<file path="config.mk">
export PLATFORM = sky130hd
export DESIGN_NAME = backoff_retry_ctrl
export DESIGN_NICKNAME = d
export VERILOG_FILES = /design/src/rtl/bo_pkg.sv /design/src/rtl/bo_value_reg.sv /design/src/rtl/bo_wait_port.sv /design/src/rtl/bo_seq.sv /design/src/rtl/backoff_retry_ctrl.sv
export SDC_FILE = /design/constraint.sdc
export NUM_CORES = 1
export LEC_CHECK = 0
export BUFFER_PORTS_ARGS = -buffer_cell sky130_fd_sc_hd__buf_2
export CORE_MARGIN = 2
export CORE_UTILIZATION = 45
export DETAILED_ROUTE_END_ITERATION = 16
export PLACE_DENSITY = 0.72
export SLEW_MARGIN = 20
export SYNTH_ARGS = -nofsm -noshare
export SYNTH_HDL_FRONTEND = slang
export SYNTH_SLANG_ARGS = --single-unit
</file>
<file path="constraint.sdc">
create_clock -name clk -period 4 [get_ports clk]
set_clock_uncertainty 0.1 [all_clocks]
set_input_delay 0.4 -clock clk [delete_from_list [all_inputs] [get_ports clk]]
set_output_delay 0.4 -clock clk [all_outputs]
set_load 0.03 [all_outputs]
</file>
<file path="src/rtl/bo_pkg.sv">
package bo_pkg;

    typedef enum logic [1:0] {
        ST_IDLE   = 2'd0,
        ST_ACTIVE = 2'd1,
        ST_WAIT   = 2'd2
    } bo_state_e;

    localparam int DEF_BO_W     = 14;
    localparam int DEF_SCALE_SH = 7;
    localparam int DEF_LIMIT    = 4096;

    // Wait length in cycles for a given backoff value
    function automatic logic [DEF_BO_W+DEF_SCALE_SH-1:0] scale_wait(
        input logic [DEF_BO_W-1:0] val
    );
        return {val, {DEF_SCALE_SH{1'b0}}};
    endfunction

endpackage

</file>
<file path="src/rtl/bo_value_reg.sv">
module bo_value_reg #(
    parameter int BO_W  = bo_pkg::DEF_BO_W,
    parameter int LIMIT = bo_pkg::DEF_LIMIT
) (
    input  logic            clk,
    input  logic            rst,
    input  logic            load,
    input  logic            dbl,
    output logic [BO_W-1:0] q
);
    localparam logic [BO_W-1:0] LIM = BO_W'(LIMIT);
    localparam logic [BO_W-1:0] TOP = BO_W'(2 * LIMIT);

    always_ff @(posedge clk) begin
        if (rst)                   q <= BO_W'(1);
        else if (load)             q <= BO_W'(1);
        else if (dbl && q <= LIM)  q <= q << 1;
    end


    load_one_chk: assert property (@(posedge clk) disable iff (rst)
        load |=> q == BO_W'(1));

    dbl_grow_chk: assert property (@(posedge clk) disable iff (rst)
        (dbl && !load && q <= LIM) |=> q == ($past(q) << 1));

    sat_hold_chk: assert property (@(posedge clk) disable iff (rst)
        (dbl && !load && q > LIM) |=> $stable(q));

    cap_chk: assert property (@(posedge clk) disable iff (rst)
        q <= TOP);
endmodule

</file>
<file path="src/rtl/bo_wait_port.sv">
module bo_wait_port #(
    parameter int CNT_W = bo_pkg::DEF_BO_W + bo_pkg::DEF_SCALE_SH
) (
    input  logic             clk,
    input  logic             rst,
    input  logic             capture,
    input  logic             clear,
    input  logic [CNT_W-1:0] cycles_in,
    output logic             wait_req,
    output logic [CNT_W-1:0] wait_cycles
);
    always_ff @(posedge clk) begin
        if (rst) begin
            wait_req    <= 1'b0;
            wait_cycles <= '0;
        end else if (clear) begin
            wait_req    <= 1'b0;
        end else if (capture) begin
            wait_req    <= 1'b1;
            wait_cycles <= cycles_in;
        end
    end


    hold_chk: assert property (@(posedge clk) disable iff (rst)
        (wait_req && !clear) |=> (wait_req && $stable(wait_cycles)));

    no_recapture_chk: assert property (@(posedge clk) disable iff (rst)
        capture |-> !wait_req);
endmodule

</file>
<file path="src/rtl/bo_seq.sv">
module bo_seq #(
    parameter bit SINGLE = 1'b0
) (
    input  logic clk,
    input  logic rst,
    input  logic op_start,
    input  logic op_fail,
    input  logic op_success,
    input  logic wait_done,
    output logic load,
    output logic dbl,
    output logic clear,
    output logic retry_go
);
    import bo_pkg::*;

    bo_state_e st, st_nx;
    logic      fail_acc;
    logic      done_acc;

    assign load     = op_start;
    assign fail_acc = (st == ST_ACTIVE) && op_fail && !op_start && !op_success;
    assign done_acc = (st == ST_WAIT) && wait_done && !op_start;
    assign dbl      = fail_acc && !SINGLE;
    assign clear    = op_start || done_acc;

    always_comb begin
        st_nx = st;
        if (op_start) begin
            st_nx = ST_ACTIVE;
        end else begin
            case (st)
                ST_ACTIVE: begin
                    if (op_success)             st_nx = ST_IDLE;
                    else if (fail_acc && !SINGLE) st_nx = ST_WAIT;
                end
                ST_WAIT:   if (wait_done)       st_nx = ST_ACTIVE;
                default:                        st_nx = st;
            endcase
        end
    end

    always_ff @(posedge clk) begin
        if (rst) begin
            st       <= ST_IDLE;
            retry_go <= 1'b0;
        end else begin
            st       <= st_nx;
            retry_go <= done_acc || (SINGLE && fail_acc);
        end
    end


    go_after_wait_chk: assert property (@(posedge clk) disable iff (rst)
        done_acc |=> (retry_go && st == ST_ACTIVE));

    idle_after_ok_chk: assert property (@(posedge clk) disable iff (rst)
        (st == ST_ACTIVE && op_success && !op_start) |=> st == ST_IDLE);
endmodule

</file>
<file path="src/rtl/backoff_retry_ctrl.sv">
module backoff_retry_ctrl #(
    parameter int BO_W     = bo_pkg::DEF_BO_W,
    parameter int SCALE_SH = bo_pkg::DEF_SCALE_SH,
    parameter int LIMIT    = bo_pkg::DEF_LIMIT,
    parameter bit SINGLE   = 1'b0
) (
    input  logic                     clk,
    input  logic                     rst,
    input  logic                     op_start,
    input  logic                     op_fail,
    input  logic                     op_success,
    input  logic                     wait_done,
    output logic                     wait_req,
    output logic [BO_W+SCALE_SH-1:0] wait_cycles,
    output logic                     retry_go,
    output logic [BO_W-1:0]          backoff_val
);
    localparam int CNT_W = BO_W + SCALE_SH;

    logic             load, dbl, clear;
    logic [CNT_W-1:0] scaled;

    assign scaled = {backoff_val, {SCALE_SH{1'b0}}};

    bo_seq #(.SINGLE(SINGLE)) u_seq (
        .clk(clk), .rst(rst), .op_start(op_start), .op_fail(op_fail),
        .op_success(op_success), .wait_done(wait_done),
        .load(load), .dbl(dbl), .clear(clear), .retry_go(retry_go)
    );

    bo_value_reg #(.BO_W(BO_W), .LIMIT(LIMIT)) u_val (
        .clk(clk), .rst(rst), .load(load), .dbl(dbl), .q(backoff_val)
    );

    bo_wait_port #(.CNT_W(CNT_W)) u_wait (
        .clk(clk), .rst(rst), .capture(dbl), .clear(clear),
        .cycles_in(scaled), .wait_req(wait_req), .wait_cycles(wait_cycles)
    );

    generate
        if (SINGLE) begin : g_single

            no_wait_chk: assert property (@(posedge clk) disable iff (rst)
                !wait_req);
        end else begin : g_multi

            req_count_chk: assert property (@(posedge clk) disable iff (rst)
                (dbl && !clear) |=> (wait_req && wait_cycles == $past(scaled)));
        end
    endgenerate
endmodule

</file>
-- Word level (Yosys, flattened, before mapping)
Cells that the tools add are included.
W data, S select, Z words.
- register bits after elaboration: 32
- bits of input ports: 6
- output and inout port bits: 37
- order comparisons: 1
- eq/ne operators: 6
- mux-type cells: 5
- bitwise logic cells: 1
- reductions and logical operators: 16
- operators with widths (kind ; number):
    $le A14 B13 Y1 const B ; 1
    $logic_and A1 B1 Y1 ; 6
    $mux W2 ; 3
    $reduce_and A3 Y1 ; 2
    $ne A4 B3 Y1 const B ; 1
    $pmux W2 S2 ; 1
    $reduce_or A2 Y1 ; 2
    $ne A3 B2 Y1 const B ; 1
    $ne A3 B3 Y1 const B ; 1
    $reduce_bool A3 Y1 ; 1
    $eq A2 B1 Y1 const B ; 1
    $eq A2 B2 Y1 const B ; 1
    $logic_not A1 Y1 ; 2
    $ne A2 B2 Y1 const B ; 1
    $reduce_and A2 Y1 ; 1
    $reduce_bool A2 Y1 ; 1
    $logic_or A1 B1 Y1 ; 1
    $mux W1 ; 1
    $not A1 Y1 ; 1

-- Depth between registers and ports, before layout
Gate-level depths: netlist of the first run.
- word-level depth: 8
- gate-level depth with buffers: 6
- depth with buffers taken out: 4

-- Hierarchy
Synthesis of the first run repeated with hierarchy kept, for this count alone.
- cell total of the unflattened synthesis: 189
- area, all modules: 1803.0 um^2
- by module, submodules not included (module ; times used ; cells an instance ; area an instance (um^2) ; sequential area each (um^2)):
    bo_wait_port ; 1 ; 98 ; 1007.2 ; 440.4
    bo_value_reg ; 1 ; 73 ; 636.9 ; 280.3
    bo_seq ; 1 ; 17 ; 155.1 ; 60.1
    backoff_retry_ctrl ; 1 ; 1 ; 3.8 ; 0.0

-- Least setup slack after synthesis of the first run
OpenSTA, ideal clock, no wires.
- path kind: reg2reg
- start point: reg u_val.q[10]
- end point: reg u_val.q[2]
- library setup time: 0.070 ns
- data arrival time: 1.436 ns
- path slack: 2.394 ns
- cell stages (with the launch flop): 6
- period minus slack after synthesis: 1.606 ns
- cell sequence: dfxtp_1 -> nor4_2 -> a31oi_1 -> buf_2 -> o21ai_0 -> a21oi_1
- word-level cells in the longest chain between the ends: 2
- RTL lines (what ; RTL line ; RTL):
    start: declaration ; bo_value_reg.sv:9 ; output logic [BO_W-1:0] q
    start signal: assignment ; bo_value_reg.sv:17 ; else if (dbl && q <= LIM) q <= q << 1;
    $le A14 B13 Y1 ; bo_value_reg.sv:17 ;
    $logic_and A1 B1 Y1 ; bo_value_reg.sv:17 ;
Every way passes these cells.
A chain may end at the register's enable or synchronous reset.

-- Worst setup path in the final report of the first run
- start point: in op_start
- end point: reg u_val.q[13]
- word-level cells in the longest chain between the ends: 4
- RTL lines (what ; RTL line ; RTL):
    start: declaration ; backoff_retry_ctrl.sv:9 ; input logic op_start,
    $logic_not A1 Y1 ; bo_seq.sv:22 ; assign fail_acc = (st == ST_ACTIVE) && op_fail && !op_start && !op_success;
    $logic_and A1 B1 Y1 (2 in a row) ; bo_seq.sv:22 ;
    $logic_and A1 B1 Y1 ; bo_value_reg.sv:17 ;
Several ways; a longest one is shown, not always the timed one.

==> results of run 1 <==
## cell type report
class	instances	area, um2	area share
sequential	32	641	0.422
multi-input combinational	96	593	0.391
timing repair buffer	35	175	0.115
clock buffer	8	58.8	0.0387
tap	31	38.8	0.0256
inverter	3	11.3	0.00742
## cell usage after synthesis (all sizes together)
master / number / share of area
a21o: 1 / 0.0058
a21oi: 13 / 0.050
a31oi: 1 / 0.0048
and3: 1 / 0.0048
and4bb: 1 / 0.0096
buf: 10 / 0.052
clkbuf: 5 / 0.015
conb: 1 / 0.0029
dfxtp: 32 / 0.49
inv: 3 / 0.0086
mux2i: 15 / 0.12
nand2: 8 / 0.023
nand3: 2 / 0.0077
nand3b: 1 / 0.0058
nand4b: 1 / 0.0067
nor2: 19 / 0.055
nor3: 1 / 0.0038
nor4: 3 / 0.029
o21a: 1 / 0.0058
o21ai: 12 / 0.046
o21bai: 1 / 0.0058
o32ai: 1 / 0.0067
or2: 1 / 0.0048
or3b: 6 / 0.040
## final timing paths
kind	end	start	depth (start not counted)	slack (ns)
hold / removal	u_seq.st[0]	op_start	3	0.25
hold reg to reg	u_wait.wait_req	u_wait.wait_req	2	0.35
setup reg to reg	u_val.q[13]	u_seq.st[1]	3	1.97
setup / recovery	u_val.q[13]	op_start	5	1.96
## metrics by stage
stage	utilization	power, mW	std cells	hold slack [ns]	setup slack [ns]
2_1_floorplan	-	0.355	146	0.393	2.39
4_1_cts	0.548	0.539	205	0.238	1.97
3_5_place_dp	0.527	0.356	197	0.335	1.64
5_1_grt	0.550	0.556	205	0.236	1.79
6_report	0.550	0.533	205	0.245	1.96
3_3_place_gp	0.527	0.355	197	0.331	1.74
## cell families after synthesis
| logic type | after synthesis | synth area share |
|---|---|---|
| flip-flops | 32 | 0.491 |
| AO/OA/AOI/OAI | 30 | 0.125 |
| buffers and inverters | 18 | 0.0758 |
| AND/OR/NAND/NOR | 44 | 0.190 |
| multiplexers | 15 | 0.115 |
| other | 1 | 0.00288 |
## layer usage
layer  track usage  part of all wire  up-vias
met5             0                 0        -
met4        0.0432            0.0055        0
met3        0.0625             0.054        2
met2         0.271              0.48       27
met1         0.209              0.46      507
li1              -                 -      536
## critical path: stages
cell and delay, ns:
buf_2 0.12, nor2_1 0.21, nand4b_1 0.87, nor3_1 0.46, o21a_1 0.14
## power groups by stage
stage / clock network (mW) / registers, mW / logic, mW
after floorplan: 0 / 0.329 / 0.0259
after global placement: 0 / 0.328 / 0.0268
after detailed placement: 0 / 0.328 / 0.0273
after CTS: 0.191 / 0.321 / 0.0274
after global routing: 0.205 / 0.321 / 0.0298
final: 0.185 / 0.321 / 0.0276
## registers in the layout, indices dropped and copies added, names as in the netlist
name,flops
u_seq.retry_go,1
u_seq.st,2
u_val.q,14
u_wait.wait_cycles,14
u_wait.wait_req,1
==> metrics.txt, run 1 <==
Final period util=0.511; gr usage total=0.167; CTS Buf Count=5; via-per-instance ratio=5.23; share of cells above drive strength 1=0.270; post-synthesis sequential area ratio=0.491; Die Wd=57.8 um; area delta synth->final=16.4%; worst-margin pin slew=1.06 ns; Initial Utilization=0.473; htree depth=2; critical path type=input port to register; leading cell type in the layout, fill and taps excluded=buf_2; wire per inst=13.2 um; clk sinks=32; GRT Residual Overflow=0; initial antenna violation count=0; CTS tree=yes; P per Cell Area=351 nW/um2; post-CTS setup buffer count=0; first-pass GRT wire length=4310 um; # hold bufs at CTS=0; HPWL after DPL=1930 um; Max IR drop VDD=0.286 mV; min Tclk post-route=2.04 ns; Max Buffers Root-to-Sink=2; initial DRC count=19; # rows=19; Core Footprint=2760 um2; fill cell count=271; Setup Total Neg Slack=0 ns; Max FO, Critical Path=17; # port buffers=35; crit path launch type=input port; clock latency on the worst-skew pair=0.32 ns; DR vias=1072; leakage=0.740 nW; die area=3340 um2; Mapped Avg Cell Area=9.31 um2; Syn Std Cell Area=1300 um2; Fmax=0.489 GHz; Root Driver=clkbuf_4; status=finished clean; most frequent cells in the layout=35 x buf_2, 32 x dfxtp_1, 19 x nor2_1; final hold vios=0; Die H=57.8 um; Nets=179; final wirelength=2710 um; HP Class=input port to register; post_cts resized=0; Slew headroom=0.288; first drt pass iteration count=4; # diodes=0; Clk pin slew, worst setup/hold paths=0.09 ns; Synth cell types=26; RSZ-0062 raised after global routing=no; Mapped Cells=140; internal cell power=0.413 mW; Clock power frac=0.347; Critical Path AT=2.21 ns; I/O Pins=43; antenna viol nets, final=0; largest net degree at the start of global routing=19; Synth Warn #=0; Switching Share=0.227; DRC=0; Net Sw Power=0.121 mW; DP Area=1450 um2; Yosys reg bits=32; Final Cell Area=1520 um2; WP data required=4.17 ns; max cap viols=0; share of power burned in registers=0.601; vias in the first global route=963; Final Setup Violations=0; Routability Congestion=0.777; max-slew violation count=0; Logic pwr share=0.052; Setup crit end kind=register
Power figures use the tool's default switching activity.
==> run 2: changes to the inputs <==
--- a/config.mk
+++ b/config.mk
@@ -7,9 +7,9 @@
 export LEC_CHECK = 0
 export BUFFER_PORTS_ARGS = -buffer_cell sky130_fd_sc_hd__buf_2
 export CORE_MARGIN = 2
-export CORE_UTILIZATION = 45
+export CORE_UTILIZATION = 44
 export DETAILED_ROUTE_END_ITERATION = 16
-export PLACE_DENSITY = 0.72
+export PLACE_DENSITY = 0.74
 export SLEW_MARGIN = 20
 export SYNTH_ARGS = -nofsm -noshare
 export SYNTH_HDL_FRONTEND = slang
==> constraint.sdc (replaced) <==
create_clock -name clk -period 1.8 [get_ports clk]
set_clock_uncertainty 0.1 [all_clocks]
set_input_delay 0.18 -clock clk [delete_from_list [all_inputs] [get_ports clk]]
set_output_delay 0.18 -clock clk [all_outputs]
set_load 0.03 [all_outputs]
==> run 2 against run 1 <==
Net effect:
- final cell count is 3.9% higher
- critical path depth is the same
- wire length up 1.5%
==> metrics.txt, run 2 (same netlist as run 1, synthesis figures left out) <==
status=finished clean; Die Wd=58.4 um (+1.1%); placed insts=206 (+4.6%); Final Setup Violations=0 (unchanged); Clk pin slew, worst setup/hold paths=0.09 ns (about the same); Final Cell Area=1600 um2 (+5.3%); max cap viols=0 (unchanged); hold wc startpoint=op_start; Root Driver=clkbuf_4; leading cell type in the layout, fill and taps excluded=buf_2; first-pass GRT wire length=4490 um (+4.0%); HP Class=input port to register; final wirelength=2750 um (+1.5%); pre-CTS setup slack=0.115 ns (-1.53 ns); FF-to-FF Start=u_val.q[3]; area of the multi-input gates=598 um2 (+0.84%); gr usage total=0.176 (+0.00883); hold depth=3 (unchanged); # rows=19 (unchanged); DRC=0 (unchanged); post-CTS setup buffer count=0 (unchanged); leakage=0.798 nW (+7.8%); GRT Residual Overflow=0 (unchanged); r2r worst-path depth=5 (+2); area delta synth->final=22.6%; CTS Buf Count=5 (unchanged); CTS tree=yes; Initial Utilization=0.469 (-0.00404); min Tclk post-route=1.67 ns; Core Footprint=2780 um2 (+0.86%); antenna viol nets, final=0 (unchanged); fill cell count=253 (-6.6%); DP Area=1520 um2 (+4.7%); P per Cell Area=762 nW/um2 (+120%); Fmax=0.597 GHz; Setup Total Neg Slack=0 ns (unchanged); Final period util=0.930; Max FO, Critical Path=10 (-7); wire per inst=12.9 um (-2.3%); Cell Count, Final, Fillers Out=213 (+3.9%); die area=3410 um2 (+2.1%); Max IR drop VDD=0.721 mV (+150%); via-per-instance ratio=5.18 (-0.97%); Max Buffers Root-to-Sink=2 (unchanged); Critical Path AT=1.84 ns (-0.37 ns); I/O Pins=43 (unchanged); crit path launch type=register; critical path type=register to register; Routability Congestion=0.841 (+8.2%); reg2reg end=u_val.q[2]; # diodes=0 (unchanged); initial antenna violation count=0 (unchanged); Nets=188 (+5.0%); RSZ-0062 raised after global routing=no; largest net degree at the start of global routing=19 (unchanged); WP data required=1.96 ns (-2.21 ns); first drt pass iteration count=4 (unchanged); share of cells above drive strength 1=0.319 (+0.0486); clock latency on the worst-skew pair=0.33 ns (about the same); initial DRC count=28 (+9); register area=642 um2 (+0.20%); HPWL after DPL=1940 um (+0.32%); DR vias=1103 (+2.9%); htree depth=2 (unchanged); final hold vios=0 (unchanged); Die H=58.4 um (+1.1%); Hold EP=u_seq.st[0]; most frequent cells in the layout=35 x buf_2, 31 x dfxtp_1, 19 x nor2_1; Setup crit end kind=register; vias in the first global route=958 (-0.52%); max-slew violation count=0 (unchanged); clk sinks=32 (unchanged); # port buffers=35 (unchanged); worst setup margin=0.126 ns (-1.83 ns); Top Registers=u_val.q (14), u_wait.wait_cycles (14), u_seq.st (2); reg2reg setup slack=0.13 ns (-1.84 ns); final core occ=0.574 (+0.0241)
-- run 2: cell types whose count changed in the layout (fill, tap and decap cells not counted), sizes merged --
cell	before	now
buf	35	44
clkbuf	8	7
-- run 2: repair_timing --
| item | CTS | global route |
|---|---|---|
| hold buffers | 0 | 0 |
| resized for setup | 0 | 3 |
| endpoints found under the setup margin | 0 | 4 |
-- run 2: stage by stage --
step,power (mW),hold WS [ns]
2_1_floorplan,0.788,0.197
3_3_place_gp,0.792,0.327
3_5_place_dp,0.793,0.332
4_1_cts,1.23,0.00288
5_1_grt,1.28,0.0298
6_report,1.22,0.0123
-- run 2: area by class of cell --
class	count	share of cell area
inverters	3	0.00705
repair buffers	44	0.152
flip-flops and latches	32	0.402
clock buffers	7	0.0407
well taps	31	0.0243
multi-input cells	96	0.374
-- run 2: metal layers --
layer	global-route usage	routed length [um]	vias to the layer above	part of all wire
li1	-	-	553	-
met1	0.227	1270	505	0.46
met2	0.258	1240	39	0.45
met3	0.0725	203	6	0.074
met4	0.0731	39	0	0.014
met5	0	0	-	0
-- run 2: report_power, final --
part | switching (mW) | total, mW | internal [mW]
Clock | 0.219 | 0.440 | 0.221
Combinational | 0.0492 | 0.0653 | 0.0161
Sequential | 0.00221 | 0.712 | 0.710
-- run 2: critical path, stage by stage, from the launching register on --
cell     delay [ns]
dfxtp_2        0.36
nor4_2         0.30
a31oi_1        0.15
buf_4          0.19
or3b_1         0.37
a21oi_1        0.14
-- run 2: worst max-delay path by stage --
stage                      end  slack, ns         from
global placement    u_val.q[6]       0.17  u_val.q[10]
floorplan           u_val.q[2]       0.19  u_val.q[10]
detailed placement  u_val.q[7]       0.12  u_seq.st[1]
CTS                 u_val.q[2]       0.09  u_seq.st[1]
finish              u_val.q[2]       0.13   u_val.q[3]
global route        u_val.q[2]     0.0009   u_val.q[6]
